[src/rtl/host_index_port.sv]
module host_index_port #(
  parameter int DW = 8,
  parameter int NREG = 32,
  parameter logic [DW-1:0] READY_KEY = 8'h4D
) (
  input  logic               clk,
  input  logic               rst_n,
  input  logic               cs_n,
  input  logic               wr_n,
  input  logic               rd_n,
  input  logic               a0,
  input  logic [DW-1:0]      din,
  output logic [DW-1:0]      dout,
  input  logic [3:0]         evt,
  output logic               irq_n,
  output logic [NREG*DW-1:0] regs_flat,
  output logic               ready,
  output logic               stream_we,
  output logic [1:0]         stream_sel,
  output logic [DW-1:0]      stream_data
);

  localparam int IW = $clog2(NREG);
  localparam logic [DW-1:0] IDX_REQ   = DW'('h1A);
  localparam logic [DW-1:0] IDX_ECHO  = DW'('h1D);
  localparam logic [DW-1:0] IDX_READY = DW'('h14);
  localparam logic [DW-1:0] IDX_S_LO  = DW'('h11);
  localparam logic [DW-1:0] IDX_S_HI  = DW'('h13);

  function automatic logic writable(input logic [DW-1:0] i);
    return (i >= DW'('h03) && i <= DW'('h10)) || (i >= DW'('h14) && i <= DW'('h19));
  endfunction

  logic [2:0] wr_sy, rd_sy;
  always_ff @(posedge clk or negedge rst_n)
    if (!rst_n) begin
      wr_sy <= 3'b111;
      rd_sy <= 3'b111;
    end else begin
      wr_sy <= {wr_sy[1:0], wr_n};
      rd_sy <= {rd_sy[1:0], rd_n};
    end

  wire wr_rise = wr_sy[1] & ~wr_sy[2];
  wire rd_rise = rd_sy[1] & ~rd_sy[2];
  wire rd_fall = ~rd_sy[1] & rd_sy[2];
  wire idx_we  = wr_rise & ~cs_n & a0;
  wire data_we = wr_rise & ~cs_n & ~a0;

  logic [DW-1:0] idx, echo, req, snap, evt_bits;
  logic          rd_on_req;
  wire           in_stream = (idx >= IDX_S_LO) && (idx <= IDX_S_HI);

  always_comb begin
    evt_bits    = '0;
    evt_bits[0] = evt[0];
    evt_bits[1] = evt[1];
    evt_bits[2] = evt[2];
    evt_bits[5] = evt[3];
  end

  always_ff @(posedge clk or negedge rst_n)
    if (!rst_n) begin
      idx  <= '0;
      echo <= '0;
    end else begin
      if (idx_we)  idx  <= din;
      if (data_we) echo <= idx;
    end

  for (genvar g = 0; g < NREG; g++) begin : g_reg
    localparam logic [DW-1:0] GI = DW'(g);
    if (writable(GI)) begin : g_rw
      logic [DW-1:0] r;
      always_ff @(posedge clk or negedge rst_n)
        if (!rst_n) r <= '0;
        else if (data_we && idx == GI) r <= din;
      assign regs_flat[g*DW +: DW] = r;
    end else begin : g_ro
      assign regs_flat[g*DW +: DW] = '0;
    end
  end

  always_ff @(posedge clk or negedge rst_n)
    if (!rst_n) begin
      req       <= '0;
      snap      <= '0;
      rd_on_req <= 1'b0;
    end else begin
      if (rd_fall && !cs_n && !a0 && idx == IDX_REQ) begin
        rd_on_req <= 1'b1;
        snap      <= req;
      end else if (rd_rise) begin
        rd_on_req <= 1'b0;
      end
      if (rd_rise && rd_on_req) req <= (req & ~snap) | evt_bits;
      else                      req <= req | evt_bits;
    end

  assign irq_n = ~|req;
  assign ready = regs_flat[int'(IDX_READY)*DW +: DW] == READY_KEY;

  always_comb begin
    if (idx == IDX_REQ)          dout = rd_on_req ? snap : req;
    else if (idx == IDX_ECHO)    dout = echo;
    else if (idx < DW'(NREG))    dout = regs_flat[idx[IW-1:0]*DW +: DW];
    else                         dout = '0;
  end

  always_ff @(posedge clk or negedge rst_n)
    if (!rst_n) begin
      stream_we   <= 1'b0;
      stream_sel  <= '0;
      stream_data <= '0;
    end else begin
      stream_we <= data_we & in_stream;
      if (data_we && in_stream) begin
        stream_sel  <= idx[1:0];
        stream_data <= din;
      end
    end

  a_r5_irq_follows_evt: assert property (@(posedge clk) disable iff (!rst_n)
    (evt != 4'b0) |=> !irq_n);

  a_r6_clear_read_bits: assert property (@(posedge clk) disable iff (!rst_n)
    (rd_rise && rd_on_req && evt == 4'b0) |=> ((req & $past(snap)) == '0));

  a_r4_ro_write_ignored: assert property (@(posedge clk) disable iff (!rst_n)
    (data_we && !writable(idx)) |=> $stable(regs_flat));

  a_r8_stream_sel_valid: assert property (@(posedge clk) disable iff (!rst_n)
    stream_we |-> (stream_sel != 2'b0));

  a_r10_ready_from_key: assert property (@(posedge clk) disable iff (!rst_n)
    $rose(ready) |-> $past(data_we && idx == IDX_READY && din == READY_KEY));

  a_r11_no_stream_while_low: assert property (@(posedge clk) disable iff (!rst_n)
    !wr_sy[1] |=> !stream_we);

endmodule

[config.mk]
export PLATFORM = sky130hd
export DESIGN_NAME = host_index_port
export DESIGN_NICKNAME = d
export VERILOG_FILES = /design/src/rtl/host_index_port.sv
export SDC_FILE = /design/constraint.sdc
export NUM_CORES = 1
export LEC_CHECK = 0
export ABC_AREA = 1
export BUFFER_PORTS_ARGS = -buffer_cell sky130_fd_sc_hd__buf_2
export CAP_MARGIN = 30
export CORE_MARGIN = 2
export CORE_UTILIZATION = 48
export DETAILED_ROUTE_END_ITERATION = 8
export GPL_TIMING_DRIVEN = 0
export PLACE_DENSITY_LB_ADDON = 0.25
export SLEW_MARGIN = 20
export SYNTH_ARGS = -nofsm -noshare
export SYNTH_HDL_FRONTEND = slang
export SYNTH_SLANG_ARGS = --single-unit
[constraint.sdc]
create_clock -name clk -period 1.9 [get_ports clk]
set_clock_uncertainty 0.15 [all_clocks]
set_input_delay 0.19 -clock clk [delete_from_list [all_inputs] [get_ports clk]]
set_output_delay 0.19 -clock clk [all_outputs]
set_load 0.01 [all_outputs]
# ---- Word level (Yosys, flattened, before mapping)
# Cells that the tools add are included.
dict set report op_classes {
  shifts 1
  reduce_logical 31
  mux 7
  n_eq_ne 23
  n_bitwise 16
  n_lt_le_gt_ge 3
}
# op count
set ops {}
lappend ops {{$shiftx 256x9->8} 1}
lappend ops {{$eq 8x5->1 const B} 9}
lappend ops {{$eq 8x4->1 const B} 8}
lappend ops {{$mux 8} 5}
lappend ops {{$eq 8x3->1 const B} 4}
lappend ops {{$logic_and 1x1->1} 26}
lappend ops {{$or 8x6->8} 2}
lappend ops {{$and 8x8->8} 1}
lappend ops {{$eq 8x2->1 const B} 1}
lappend ops {{$eq 8x7->1 const B} 1}
lappend ops {{$ge 8x5->1 const B} 1}
lappend ops {{$le 8x5->1 const B} 1}
lappend ops {{$lt 8x6->1 const B} 1}
lappend ops {{$not 8->8} 1}
lappend ops {{$reduce_or 8->1} 1}
lappend ops {{$and 1x1->1} 7}
lappend ops {{$not 1->1} 5}
lappend ops {{$logic_not 1->1} 3}
lappend ops {{$mux 1} 2}
lappend ops {{$reduce_bool 2->1} 1}
dict set report word_totals {
  in_bits 18
  regBits 210
  word_cells 111
  out_inout_bits 277
}

# ---- Depth between registers and ports, before layout
dict set report logic_depth {
  depth_word 6
  ltp_mapped 13
  mapped_depth_nobuf 11
}

# ---- Worst setup path after synthesis
# Ideal clock, no wire load.
dict set report synth_timing {
  path_type {register -> register}
  from {register wr_sy[1]}
  to {register g_reg[11].g_rw.r[5]}
  arrival_ps 1546
  setup_time_ps 137
  setup_slack_ps 67
  stages_incl_launch_ff 9
  period_less_slack_ps 1833
  t_required_ps 1613
  path_buffers 1
  cell_sequence {dfstp_2 > inv_1 > nor2_2 > nand3b_4 > inv_2 > nand4_4 > buf_2 > nand2_1 > o21ai_0}
}
dict set report synth_between {
  elab_chain_len 4
}
# element line
set synth_lines {}
lappend synth_lines {{start, declared} 34} ;# logic [2:0] wr_sy, rd_sy;
lappend synth_lines {{start signal, assigned} 40} ;# wr_sy <= {wr_sy[1:0], wr_n};
lappend synth_lines {{$and 1x1->1} 44} ;# wire wr_rise = wr_sy[1] & ~wr_sy[2];
lappend synth_lines {{$and 1x1->1 (2 in a row)} 48} ;# wire data_we = wr_rise & ~cs_n & ~a0;
lappend synth_lines {{$logic_and 1x1->1} 77} ;# else if (data_we && idx == GI) r <= din;
lappend synth_lines {{end signal, assigned} 77}
lappend synth_lines {{end, declared} 74} ;# logic [DW-1:0] r;
# Every way passes these cells.
# A chain may end at the register's enable or synchronous reset.

# ---- Worst setup path in the final report
dict set report layout_timing {
  from {register idx[0]}
  to {output dout[6]}
}
dict set report layout_between {
  elab_chain_len 4
  elab_cells_between_ends 7
  cone_classes {order compare (1); eq/ne (2); shift (1); mux (3)}
}
# element line
set layout_lines {}
lappend layout_lines {{start, declared} 50} ;# logic [DW-1:0] idx, echo, req, snap, evt_bits;
lappend layout_lines {{start signal, assigned} 67} ;# if (idx_we) idx <= din;
lappend layout_lines {{$shiftx 256x9->8 / $lt 8x6->1 (equally long branches)} 106} ;# else if (idx < DW'(NREG)) dout = regs_flat[idx[IW-1:0]*DW +: DW];
lappend layout_lines {{$mux 8} 106}
lappend layout_lines {{$mux 8} 105} ;# else if (idx == IDX_ECHO) dout = echo;
lappend layout_lines {{$mux 8 (*)} 104} ;# if (idx == IDX_REQ) dout = rd_on_req ? snap : req;
lappend layout_lines {{end, declared} 13} ;# output logic [DW-1:0] dout,
# Every way passes the cells marked *; elsewhere a longest branch is shown, timed or not.

==> results.py <==
metrics = {
    "status": {
        "status": "finished, violations left",
        "violations": "negative setup slack",
    },
    "route": {
        "route.detailed.wl_per_inst_um": 18.29,
        "route.detailed.drc": 0,
        "drt-initial-drc-count": 814,
        "via_count": 10864,
        "drtPass1Iterations": 7,
        "route.final.wire_length_mm": 37.94,
        "route.detailed.vias_per_inst": 5.238,
        "postRouteAntennaNets": 0,
    },
    "cts": {
        "tritoncts.num_buffers": 23,
        "worst_setup_hold_path_clk_slew_ps": 70,
        "clock_tree_from_tritoncts": "yes",
        "clock_tree.htree_level_count": 1,
        "clock-sinks": 210,
        "cts_max_path_buffers": 3,
        "clk_latency_ps": 510,
        "cts_root_buf": "sky130_fd_sc_hd__clkbuf_16",
    },
    "finish": {
        "fillers": 1631,
        "fin_nets": 1796,
        "insertedDiodeCount": 0,
        "sequential_cell_area_in_the_final_layout_um2": 5265,
        "most-common-layout-cells": "sky130_fd_sc_hd__nand2_1 (514), sky130_fd_sc_hd__dfrtp_1 (202), sky130_fd_sc_hd__buf_2 (194)",
        "mostFrequentLayoutCell": "sky130_fd_sc_hd__nand2_1",
        "final_design_utilization_pct": 71.76,
        "area_growth_pct": 46.67,
        "fraction_of_layout_cells_with_a_size_suffix_above_1_pct": 41.47,
        "combined_area_of_the_multi_input_logic_cells_um2": 5400,
    },
    "global_route": {
        "grt_use_total_pct": 29.33,
        "grt_max_degree": 84,
        "grt_pass1_wl_mm": 54.43,
        "grt_pass1_vias": 9806,
        "antenna_found_initial": 0,
        "globalRoute.totalOverflow": 0,
    },
    "critical_path": {
        "crit_required_ps": 1560,
        "max_fo_critical_path": 10,
        "worst-r2r-cell-count": 12,
        "worstSetupEndpointType": "output pin",
        "r2r_setup_slack_ps": -350,
        "critPathArrivalTime_ps": 2340,
        "crit-reg2reg-launch": "idx[6]$_DFFE_PN0P_",
        "critical_path.startpoint_type": "flop",
        "worst_r2r_endpoint": "g_reg[5].g_rw.r[6]$_DFFE_PN0P_",
        "setup.worst_path.class": "reg -> out",
    },
    "sta": {
        "worstMarginPinSlew_ps": 970.3,
        "final_hold_vios": 0,
        "final-max-slew-violation-count": 0,
        "worst_slew_margin_rel_pct": 35.32,
        "min_period_ps": 2680,
        "finalWorstSetupSlack_ps": -779.6,
        "hold_slack_ps": 11.82,
        "setup_repair_after_global_routing_missed_its_margin": "true",
        "post-route-period-util_pct": 141.0,
        "setup_viol": 171,
        "clock.fmax_ghz": 0.3732,
    },
    "synthesis": {
        "synthesis_stage_register_bit_count": 210,
        "synth-seq-area-share_pct": 49.14,
        "mean_area_per_synthesized_cell_um2": 7.969,
        "synth_cells": 1344,
        "synth.lib_cells_used.distinct": 31,
        "ys_warn_count": 0,
        "syn-cell-area_um2": 10710,
    },
    "placement": {
        "place_congestion": 0.9211,
        "dp_hpwl_mm": 24.15,
        "port-buffer-count": 198,
        "preCtsSetupSlack_ps": -503.7,
    },
    "floorplan": {
        "die-area_um2": 23520,
        "ioPinCount": 295,
        "initial_core_util_pct": 48.93,
        "chip_height_um": 153.4,
        "fp.dieW_um": 153.4,
        "row_count": 54,
        "core_outline_area_um2": 21890,
    },
    "power": {
        "switching_share_pct": 31.21,
        "cellInternalPower_mw": 8.662,
        "static-leakage-power_nw": 8.500,
        "clock_power_share_pct": 36.3,
        "max-vdd-ir-drop_mv": 0.6200,
        "switchingPower_mw": 3.929,
        "p_seq_share_pct": 39.4,
        "cellPowerDensity_nw_per_um2": 801.5,
        "power_frac_comb_pct": 24.2,
        "fin_total_pwr_mw": 12.59,
    },
    "flow_run": {
        "drv.max_cap_violation_count": 0,
    },
    "worst_hold_path": {
        "min_path_type": "in -> async",
    },
}
==> timing repair <==
| action | 4_1_cts | 5_1_grt |
|---|---|---|
| hold endpoints to repair | 156 | 0 |
| buffers inserted | 44 | 36 |
| hold buffers | 17 | 0 |
| gates cloned | 12 | 11 |
| resized for setup | 240 | 246 |
| setup endpoints to repair | 180 | 191 |
| pin swaps | 43 | 38 |
==> cells in the mapped netlist <==
cell                       instances  area, um2
sky130_fd_sc_hd__nand4_1           1      6.260
sky130_fd_sc_hd__nand2_1         599       2248
sky130_fd_sc_hd__nor2_2            5      31.28
sky130_fd_sc_hd__nor2_8            3      60.06
sky130_fd_sc_hd__o21ai_1          62      310.3
sky130_fd_sc_hd__buf_1             6      22.52
sky130_fd_sc_hd__conb_1            1      3.750
sky130_fd_sc_hd__buf_2            27      135.1
sky130_fd_sc_hd__nand3b_4          1      20.02
sky130_fd_sc_hd__nand2_2          14      87.58
sky130_fd_sc_hd__nor2_1           15      56.30
sky130_fd_sc_hd__nor2_4            3      33.78
sky130_fd_sc_hd__inv_1            34      127.6
sky130_fd_sc_hd__dfstp_2           6      157.7
sky130_fd_sc_hd__buf_4            99      743.2
sky130_fd_sc_hd__clkinv_1          1      3.750
sky130_fd_sc_hd__inv_2             8      30.03
sky130_fd_sc_hd__nand2_4           1      11.26
sky130_fd_sc_hd__o21ai_2          29      254.0
sky130_fd_sc_hd__clkbuf_1         28      105.1
sky130_fd_sc_hd__a21oi_1          20      100.1
sky130_fd_sc_hd__nor3_1            1      5.000
sky130_fd_sc_hd__nand3_2           2      20.02
sky130_fd_sc_hd__o21ai_0         108      540.5
sky130_fd_sc_hd__nor4_1            2      12.51
sky130_fd_sc_hd__buf_6             9      101.4
sky130_fd_sc_hd__nand4_4           5      106.4
sky130_fd_sc_hd__nand3_1          45      225.2
sky130_fd_sc_hd__nor3_4            1      16.27
sky130_fd_sc_hd__a21o_1            4      30.03
sky130_fd_sc_hd__dfrtp_1         204       5105
==> how the worst max path moves through the flow <==
stage,start,endpoint,slack (ps),depth (start not counted)
2_1_floorplan,wr_sy[1]$_DFF_PN1_,g_reg[11].g_rw.r[5]$_DFFE_PN0P_,70,8
3_3_place_gp,rst_n,req[0]$_DFF_PN0_,-3070,1
3_5_place_dp,idx[0]$_DFFE_PN0P_,dout[6],-500,13
4_1_cts,idx[0]$_DFFE_PN0P_,dout[4],-610,13
5_1_grt,idx[0]$_DFFE_PN0P_,dout[6],-760,12
6_report,idx[0]$_DFFE_PN0P_,dout[6],-780,12
==> cells by family (layout without fill, tap and decap cells) <==
logic type,after synthesis,in the layout,share of synthesized area (%)
buffers and inverters,212,565,11.85
other,1,96,0.03501
AO/OA/AOI/OAI,223,223,11.53
AND/OR/NAND/NOR,698,700,27.45
flip-flops,210,210,49.14
==> flip-flops by register name, indices dropped and copies added, names as in the netlist, 3 cells and up <==
name         flops
req              8
wr_sy            3
stream_data      8
g.g_rw.r       160
idx              8
echo             8
rd_sy            3
snap             8
==> area by class of cell <==
class,instances,share of cell area [%]
Multi-Input combinational cell,1019,34.38
Sequential cell,210,33.52
Timing Repair Buffer,314,15.09
Buffer,167,8.658
Clock buffer,35,4.333
Tap cell,280,2.230
Inverter,43,1.266
Clock inverter,6,0.5257
==> metal layers <==
layer	GRT usage (%)	vias to the layer above	share of wire, %
li1	-	4985	-
met1	39.77	5181	39
met2	48.00	593	48
met3	4.508	105	8.8
met4	10.83	0	4.1
met5	0	-	0
==> power groups by stage <==
stage	combinational, mW	clock (mW)	sequential [mW]
2_1_floorplan	1.23	0	5.05
3_3_place_gp	2.00	0	5.01
5_1_grt	3.23	4.76	4.99
6_report	3.05	4.58	4.96
3_5_place_dp	2.05	0	5.01
4_1_cts	2.70	4.57	4.94
==> worst max-delay path, stage by stage, from the launching register on <==
cell and delay [ps]:
sky130_fd_sc_hd__dfrtp_1 380, sky130_fd_sc_hd__buf_6 140, sky130_fd_sc_hd__buf_12 150, sky130_fd_sc_hd__buf_8 140, sky130_fd_sc_hd__nand2_1 50, sky130_fd_sc_hd__nand2_1 90
sky130_fd_sc_hd__nand2_1 90, sky130_fd_sc_hd__nand2_1 110, sky130_fd_sc_hd__a21oi_1 190, sky130_fd_sc_hd__nand2_1 110, sky130_fd_sc_hd__nand2_2 110, sky130_fd_sc_hd__nand3_2 100
sky130_fd_sc_hd__buf_6 140
==> metrics by stage <==
stage / setup TNS (ps) / instances / cell area [um2]
floorplan: 0 / 1439 / 11070
global placement: -650770 / 1917 / 12410
detailed placement: -20160 / 1919 / 12470
CTS: -12600 / 2031 / 14670
global route: -40740 / 2074 / 15710
finish: -29890 / 2074 / 15710
Power figures use the tool's default switching activity.
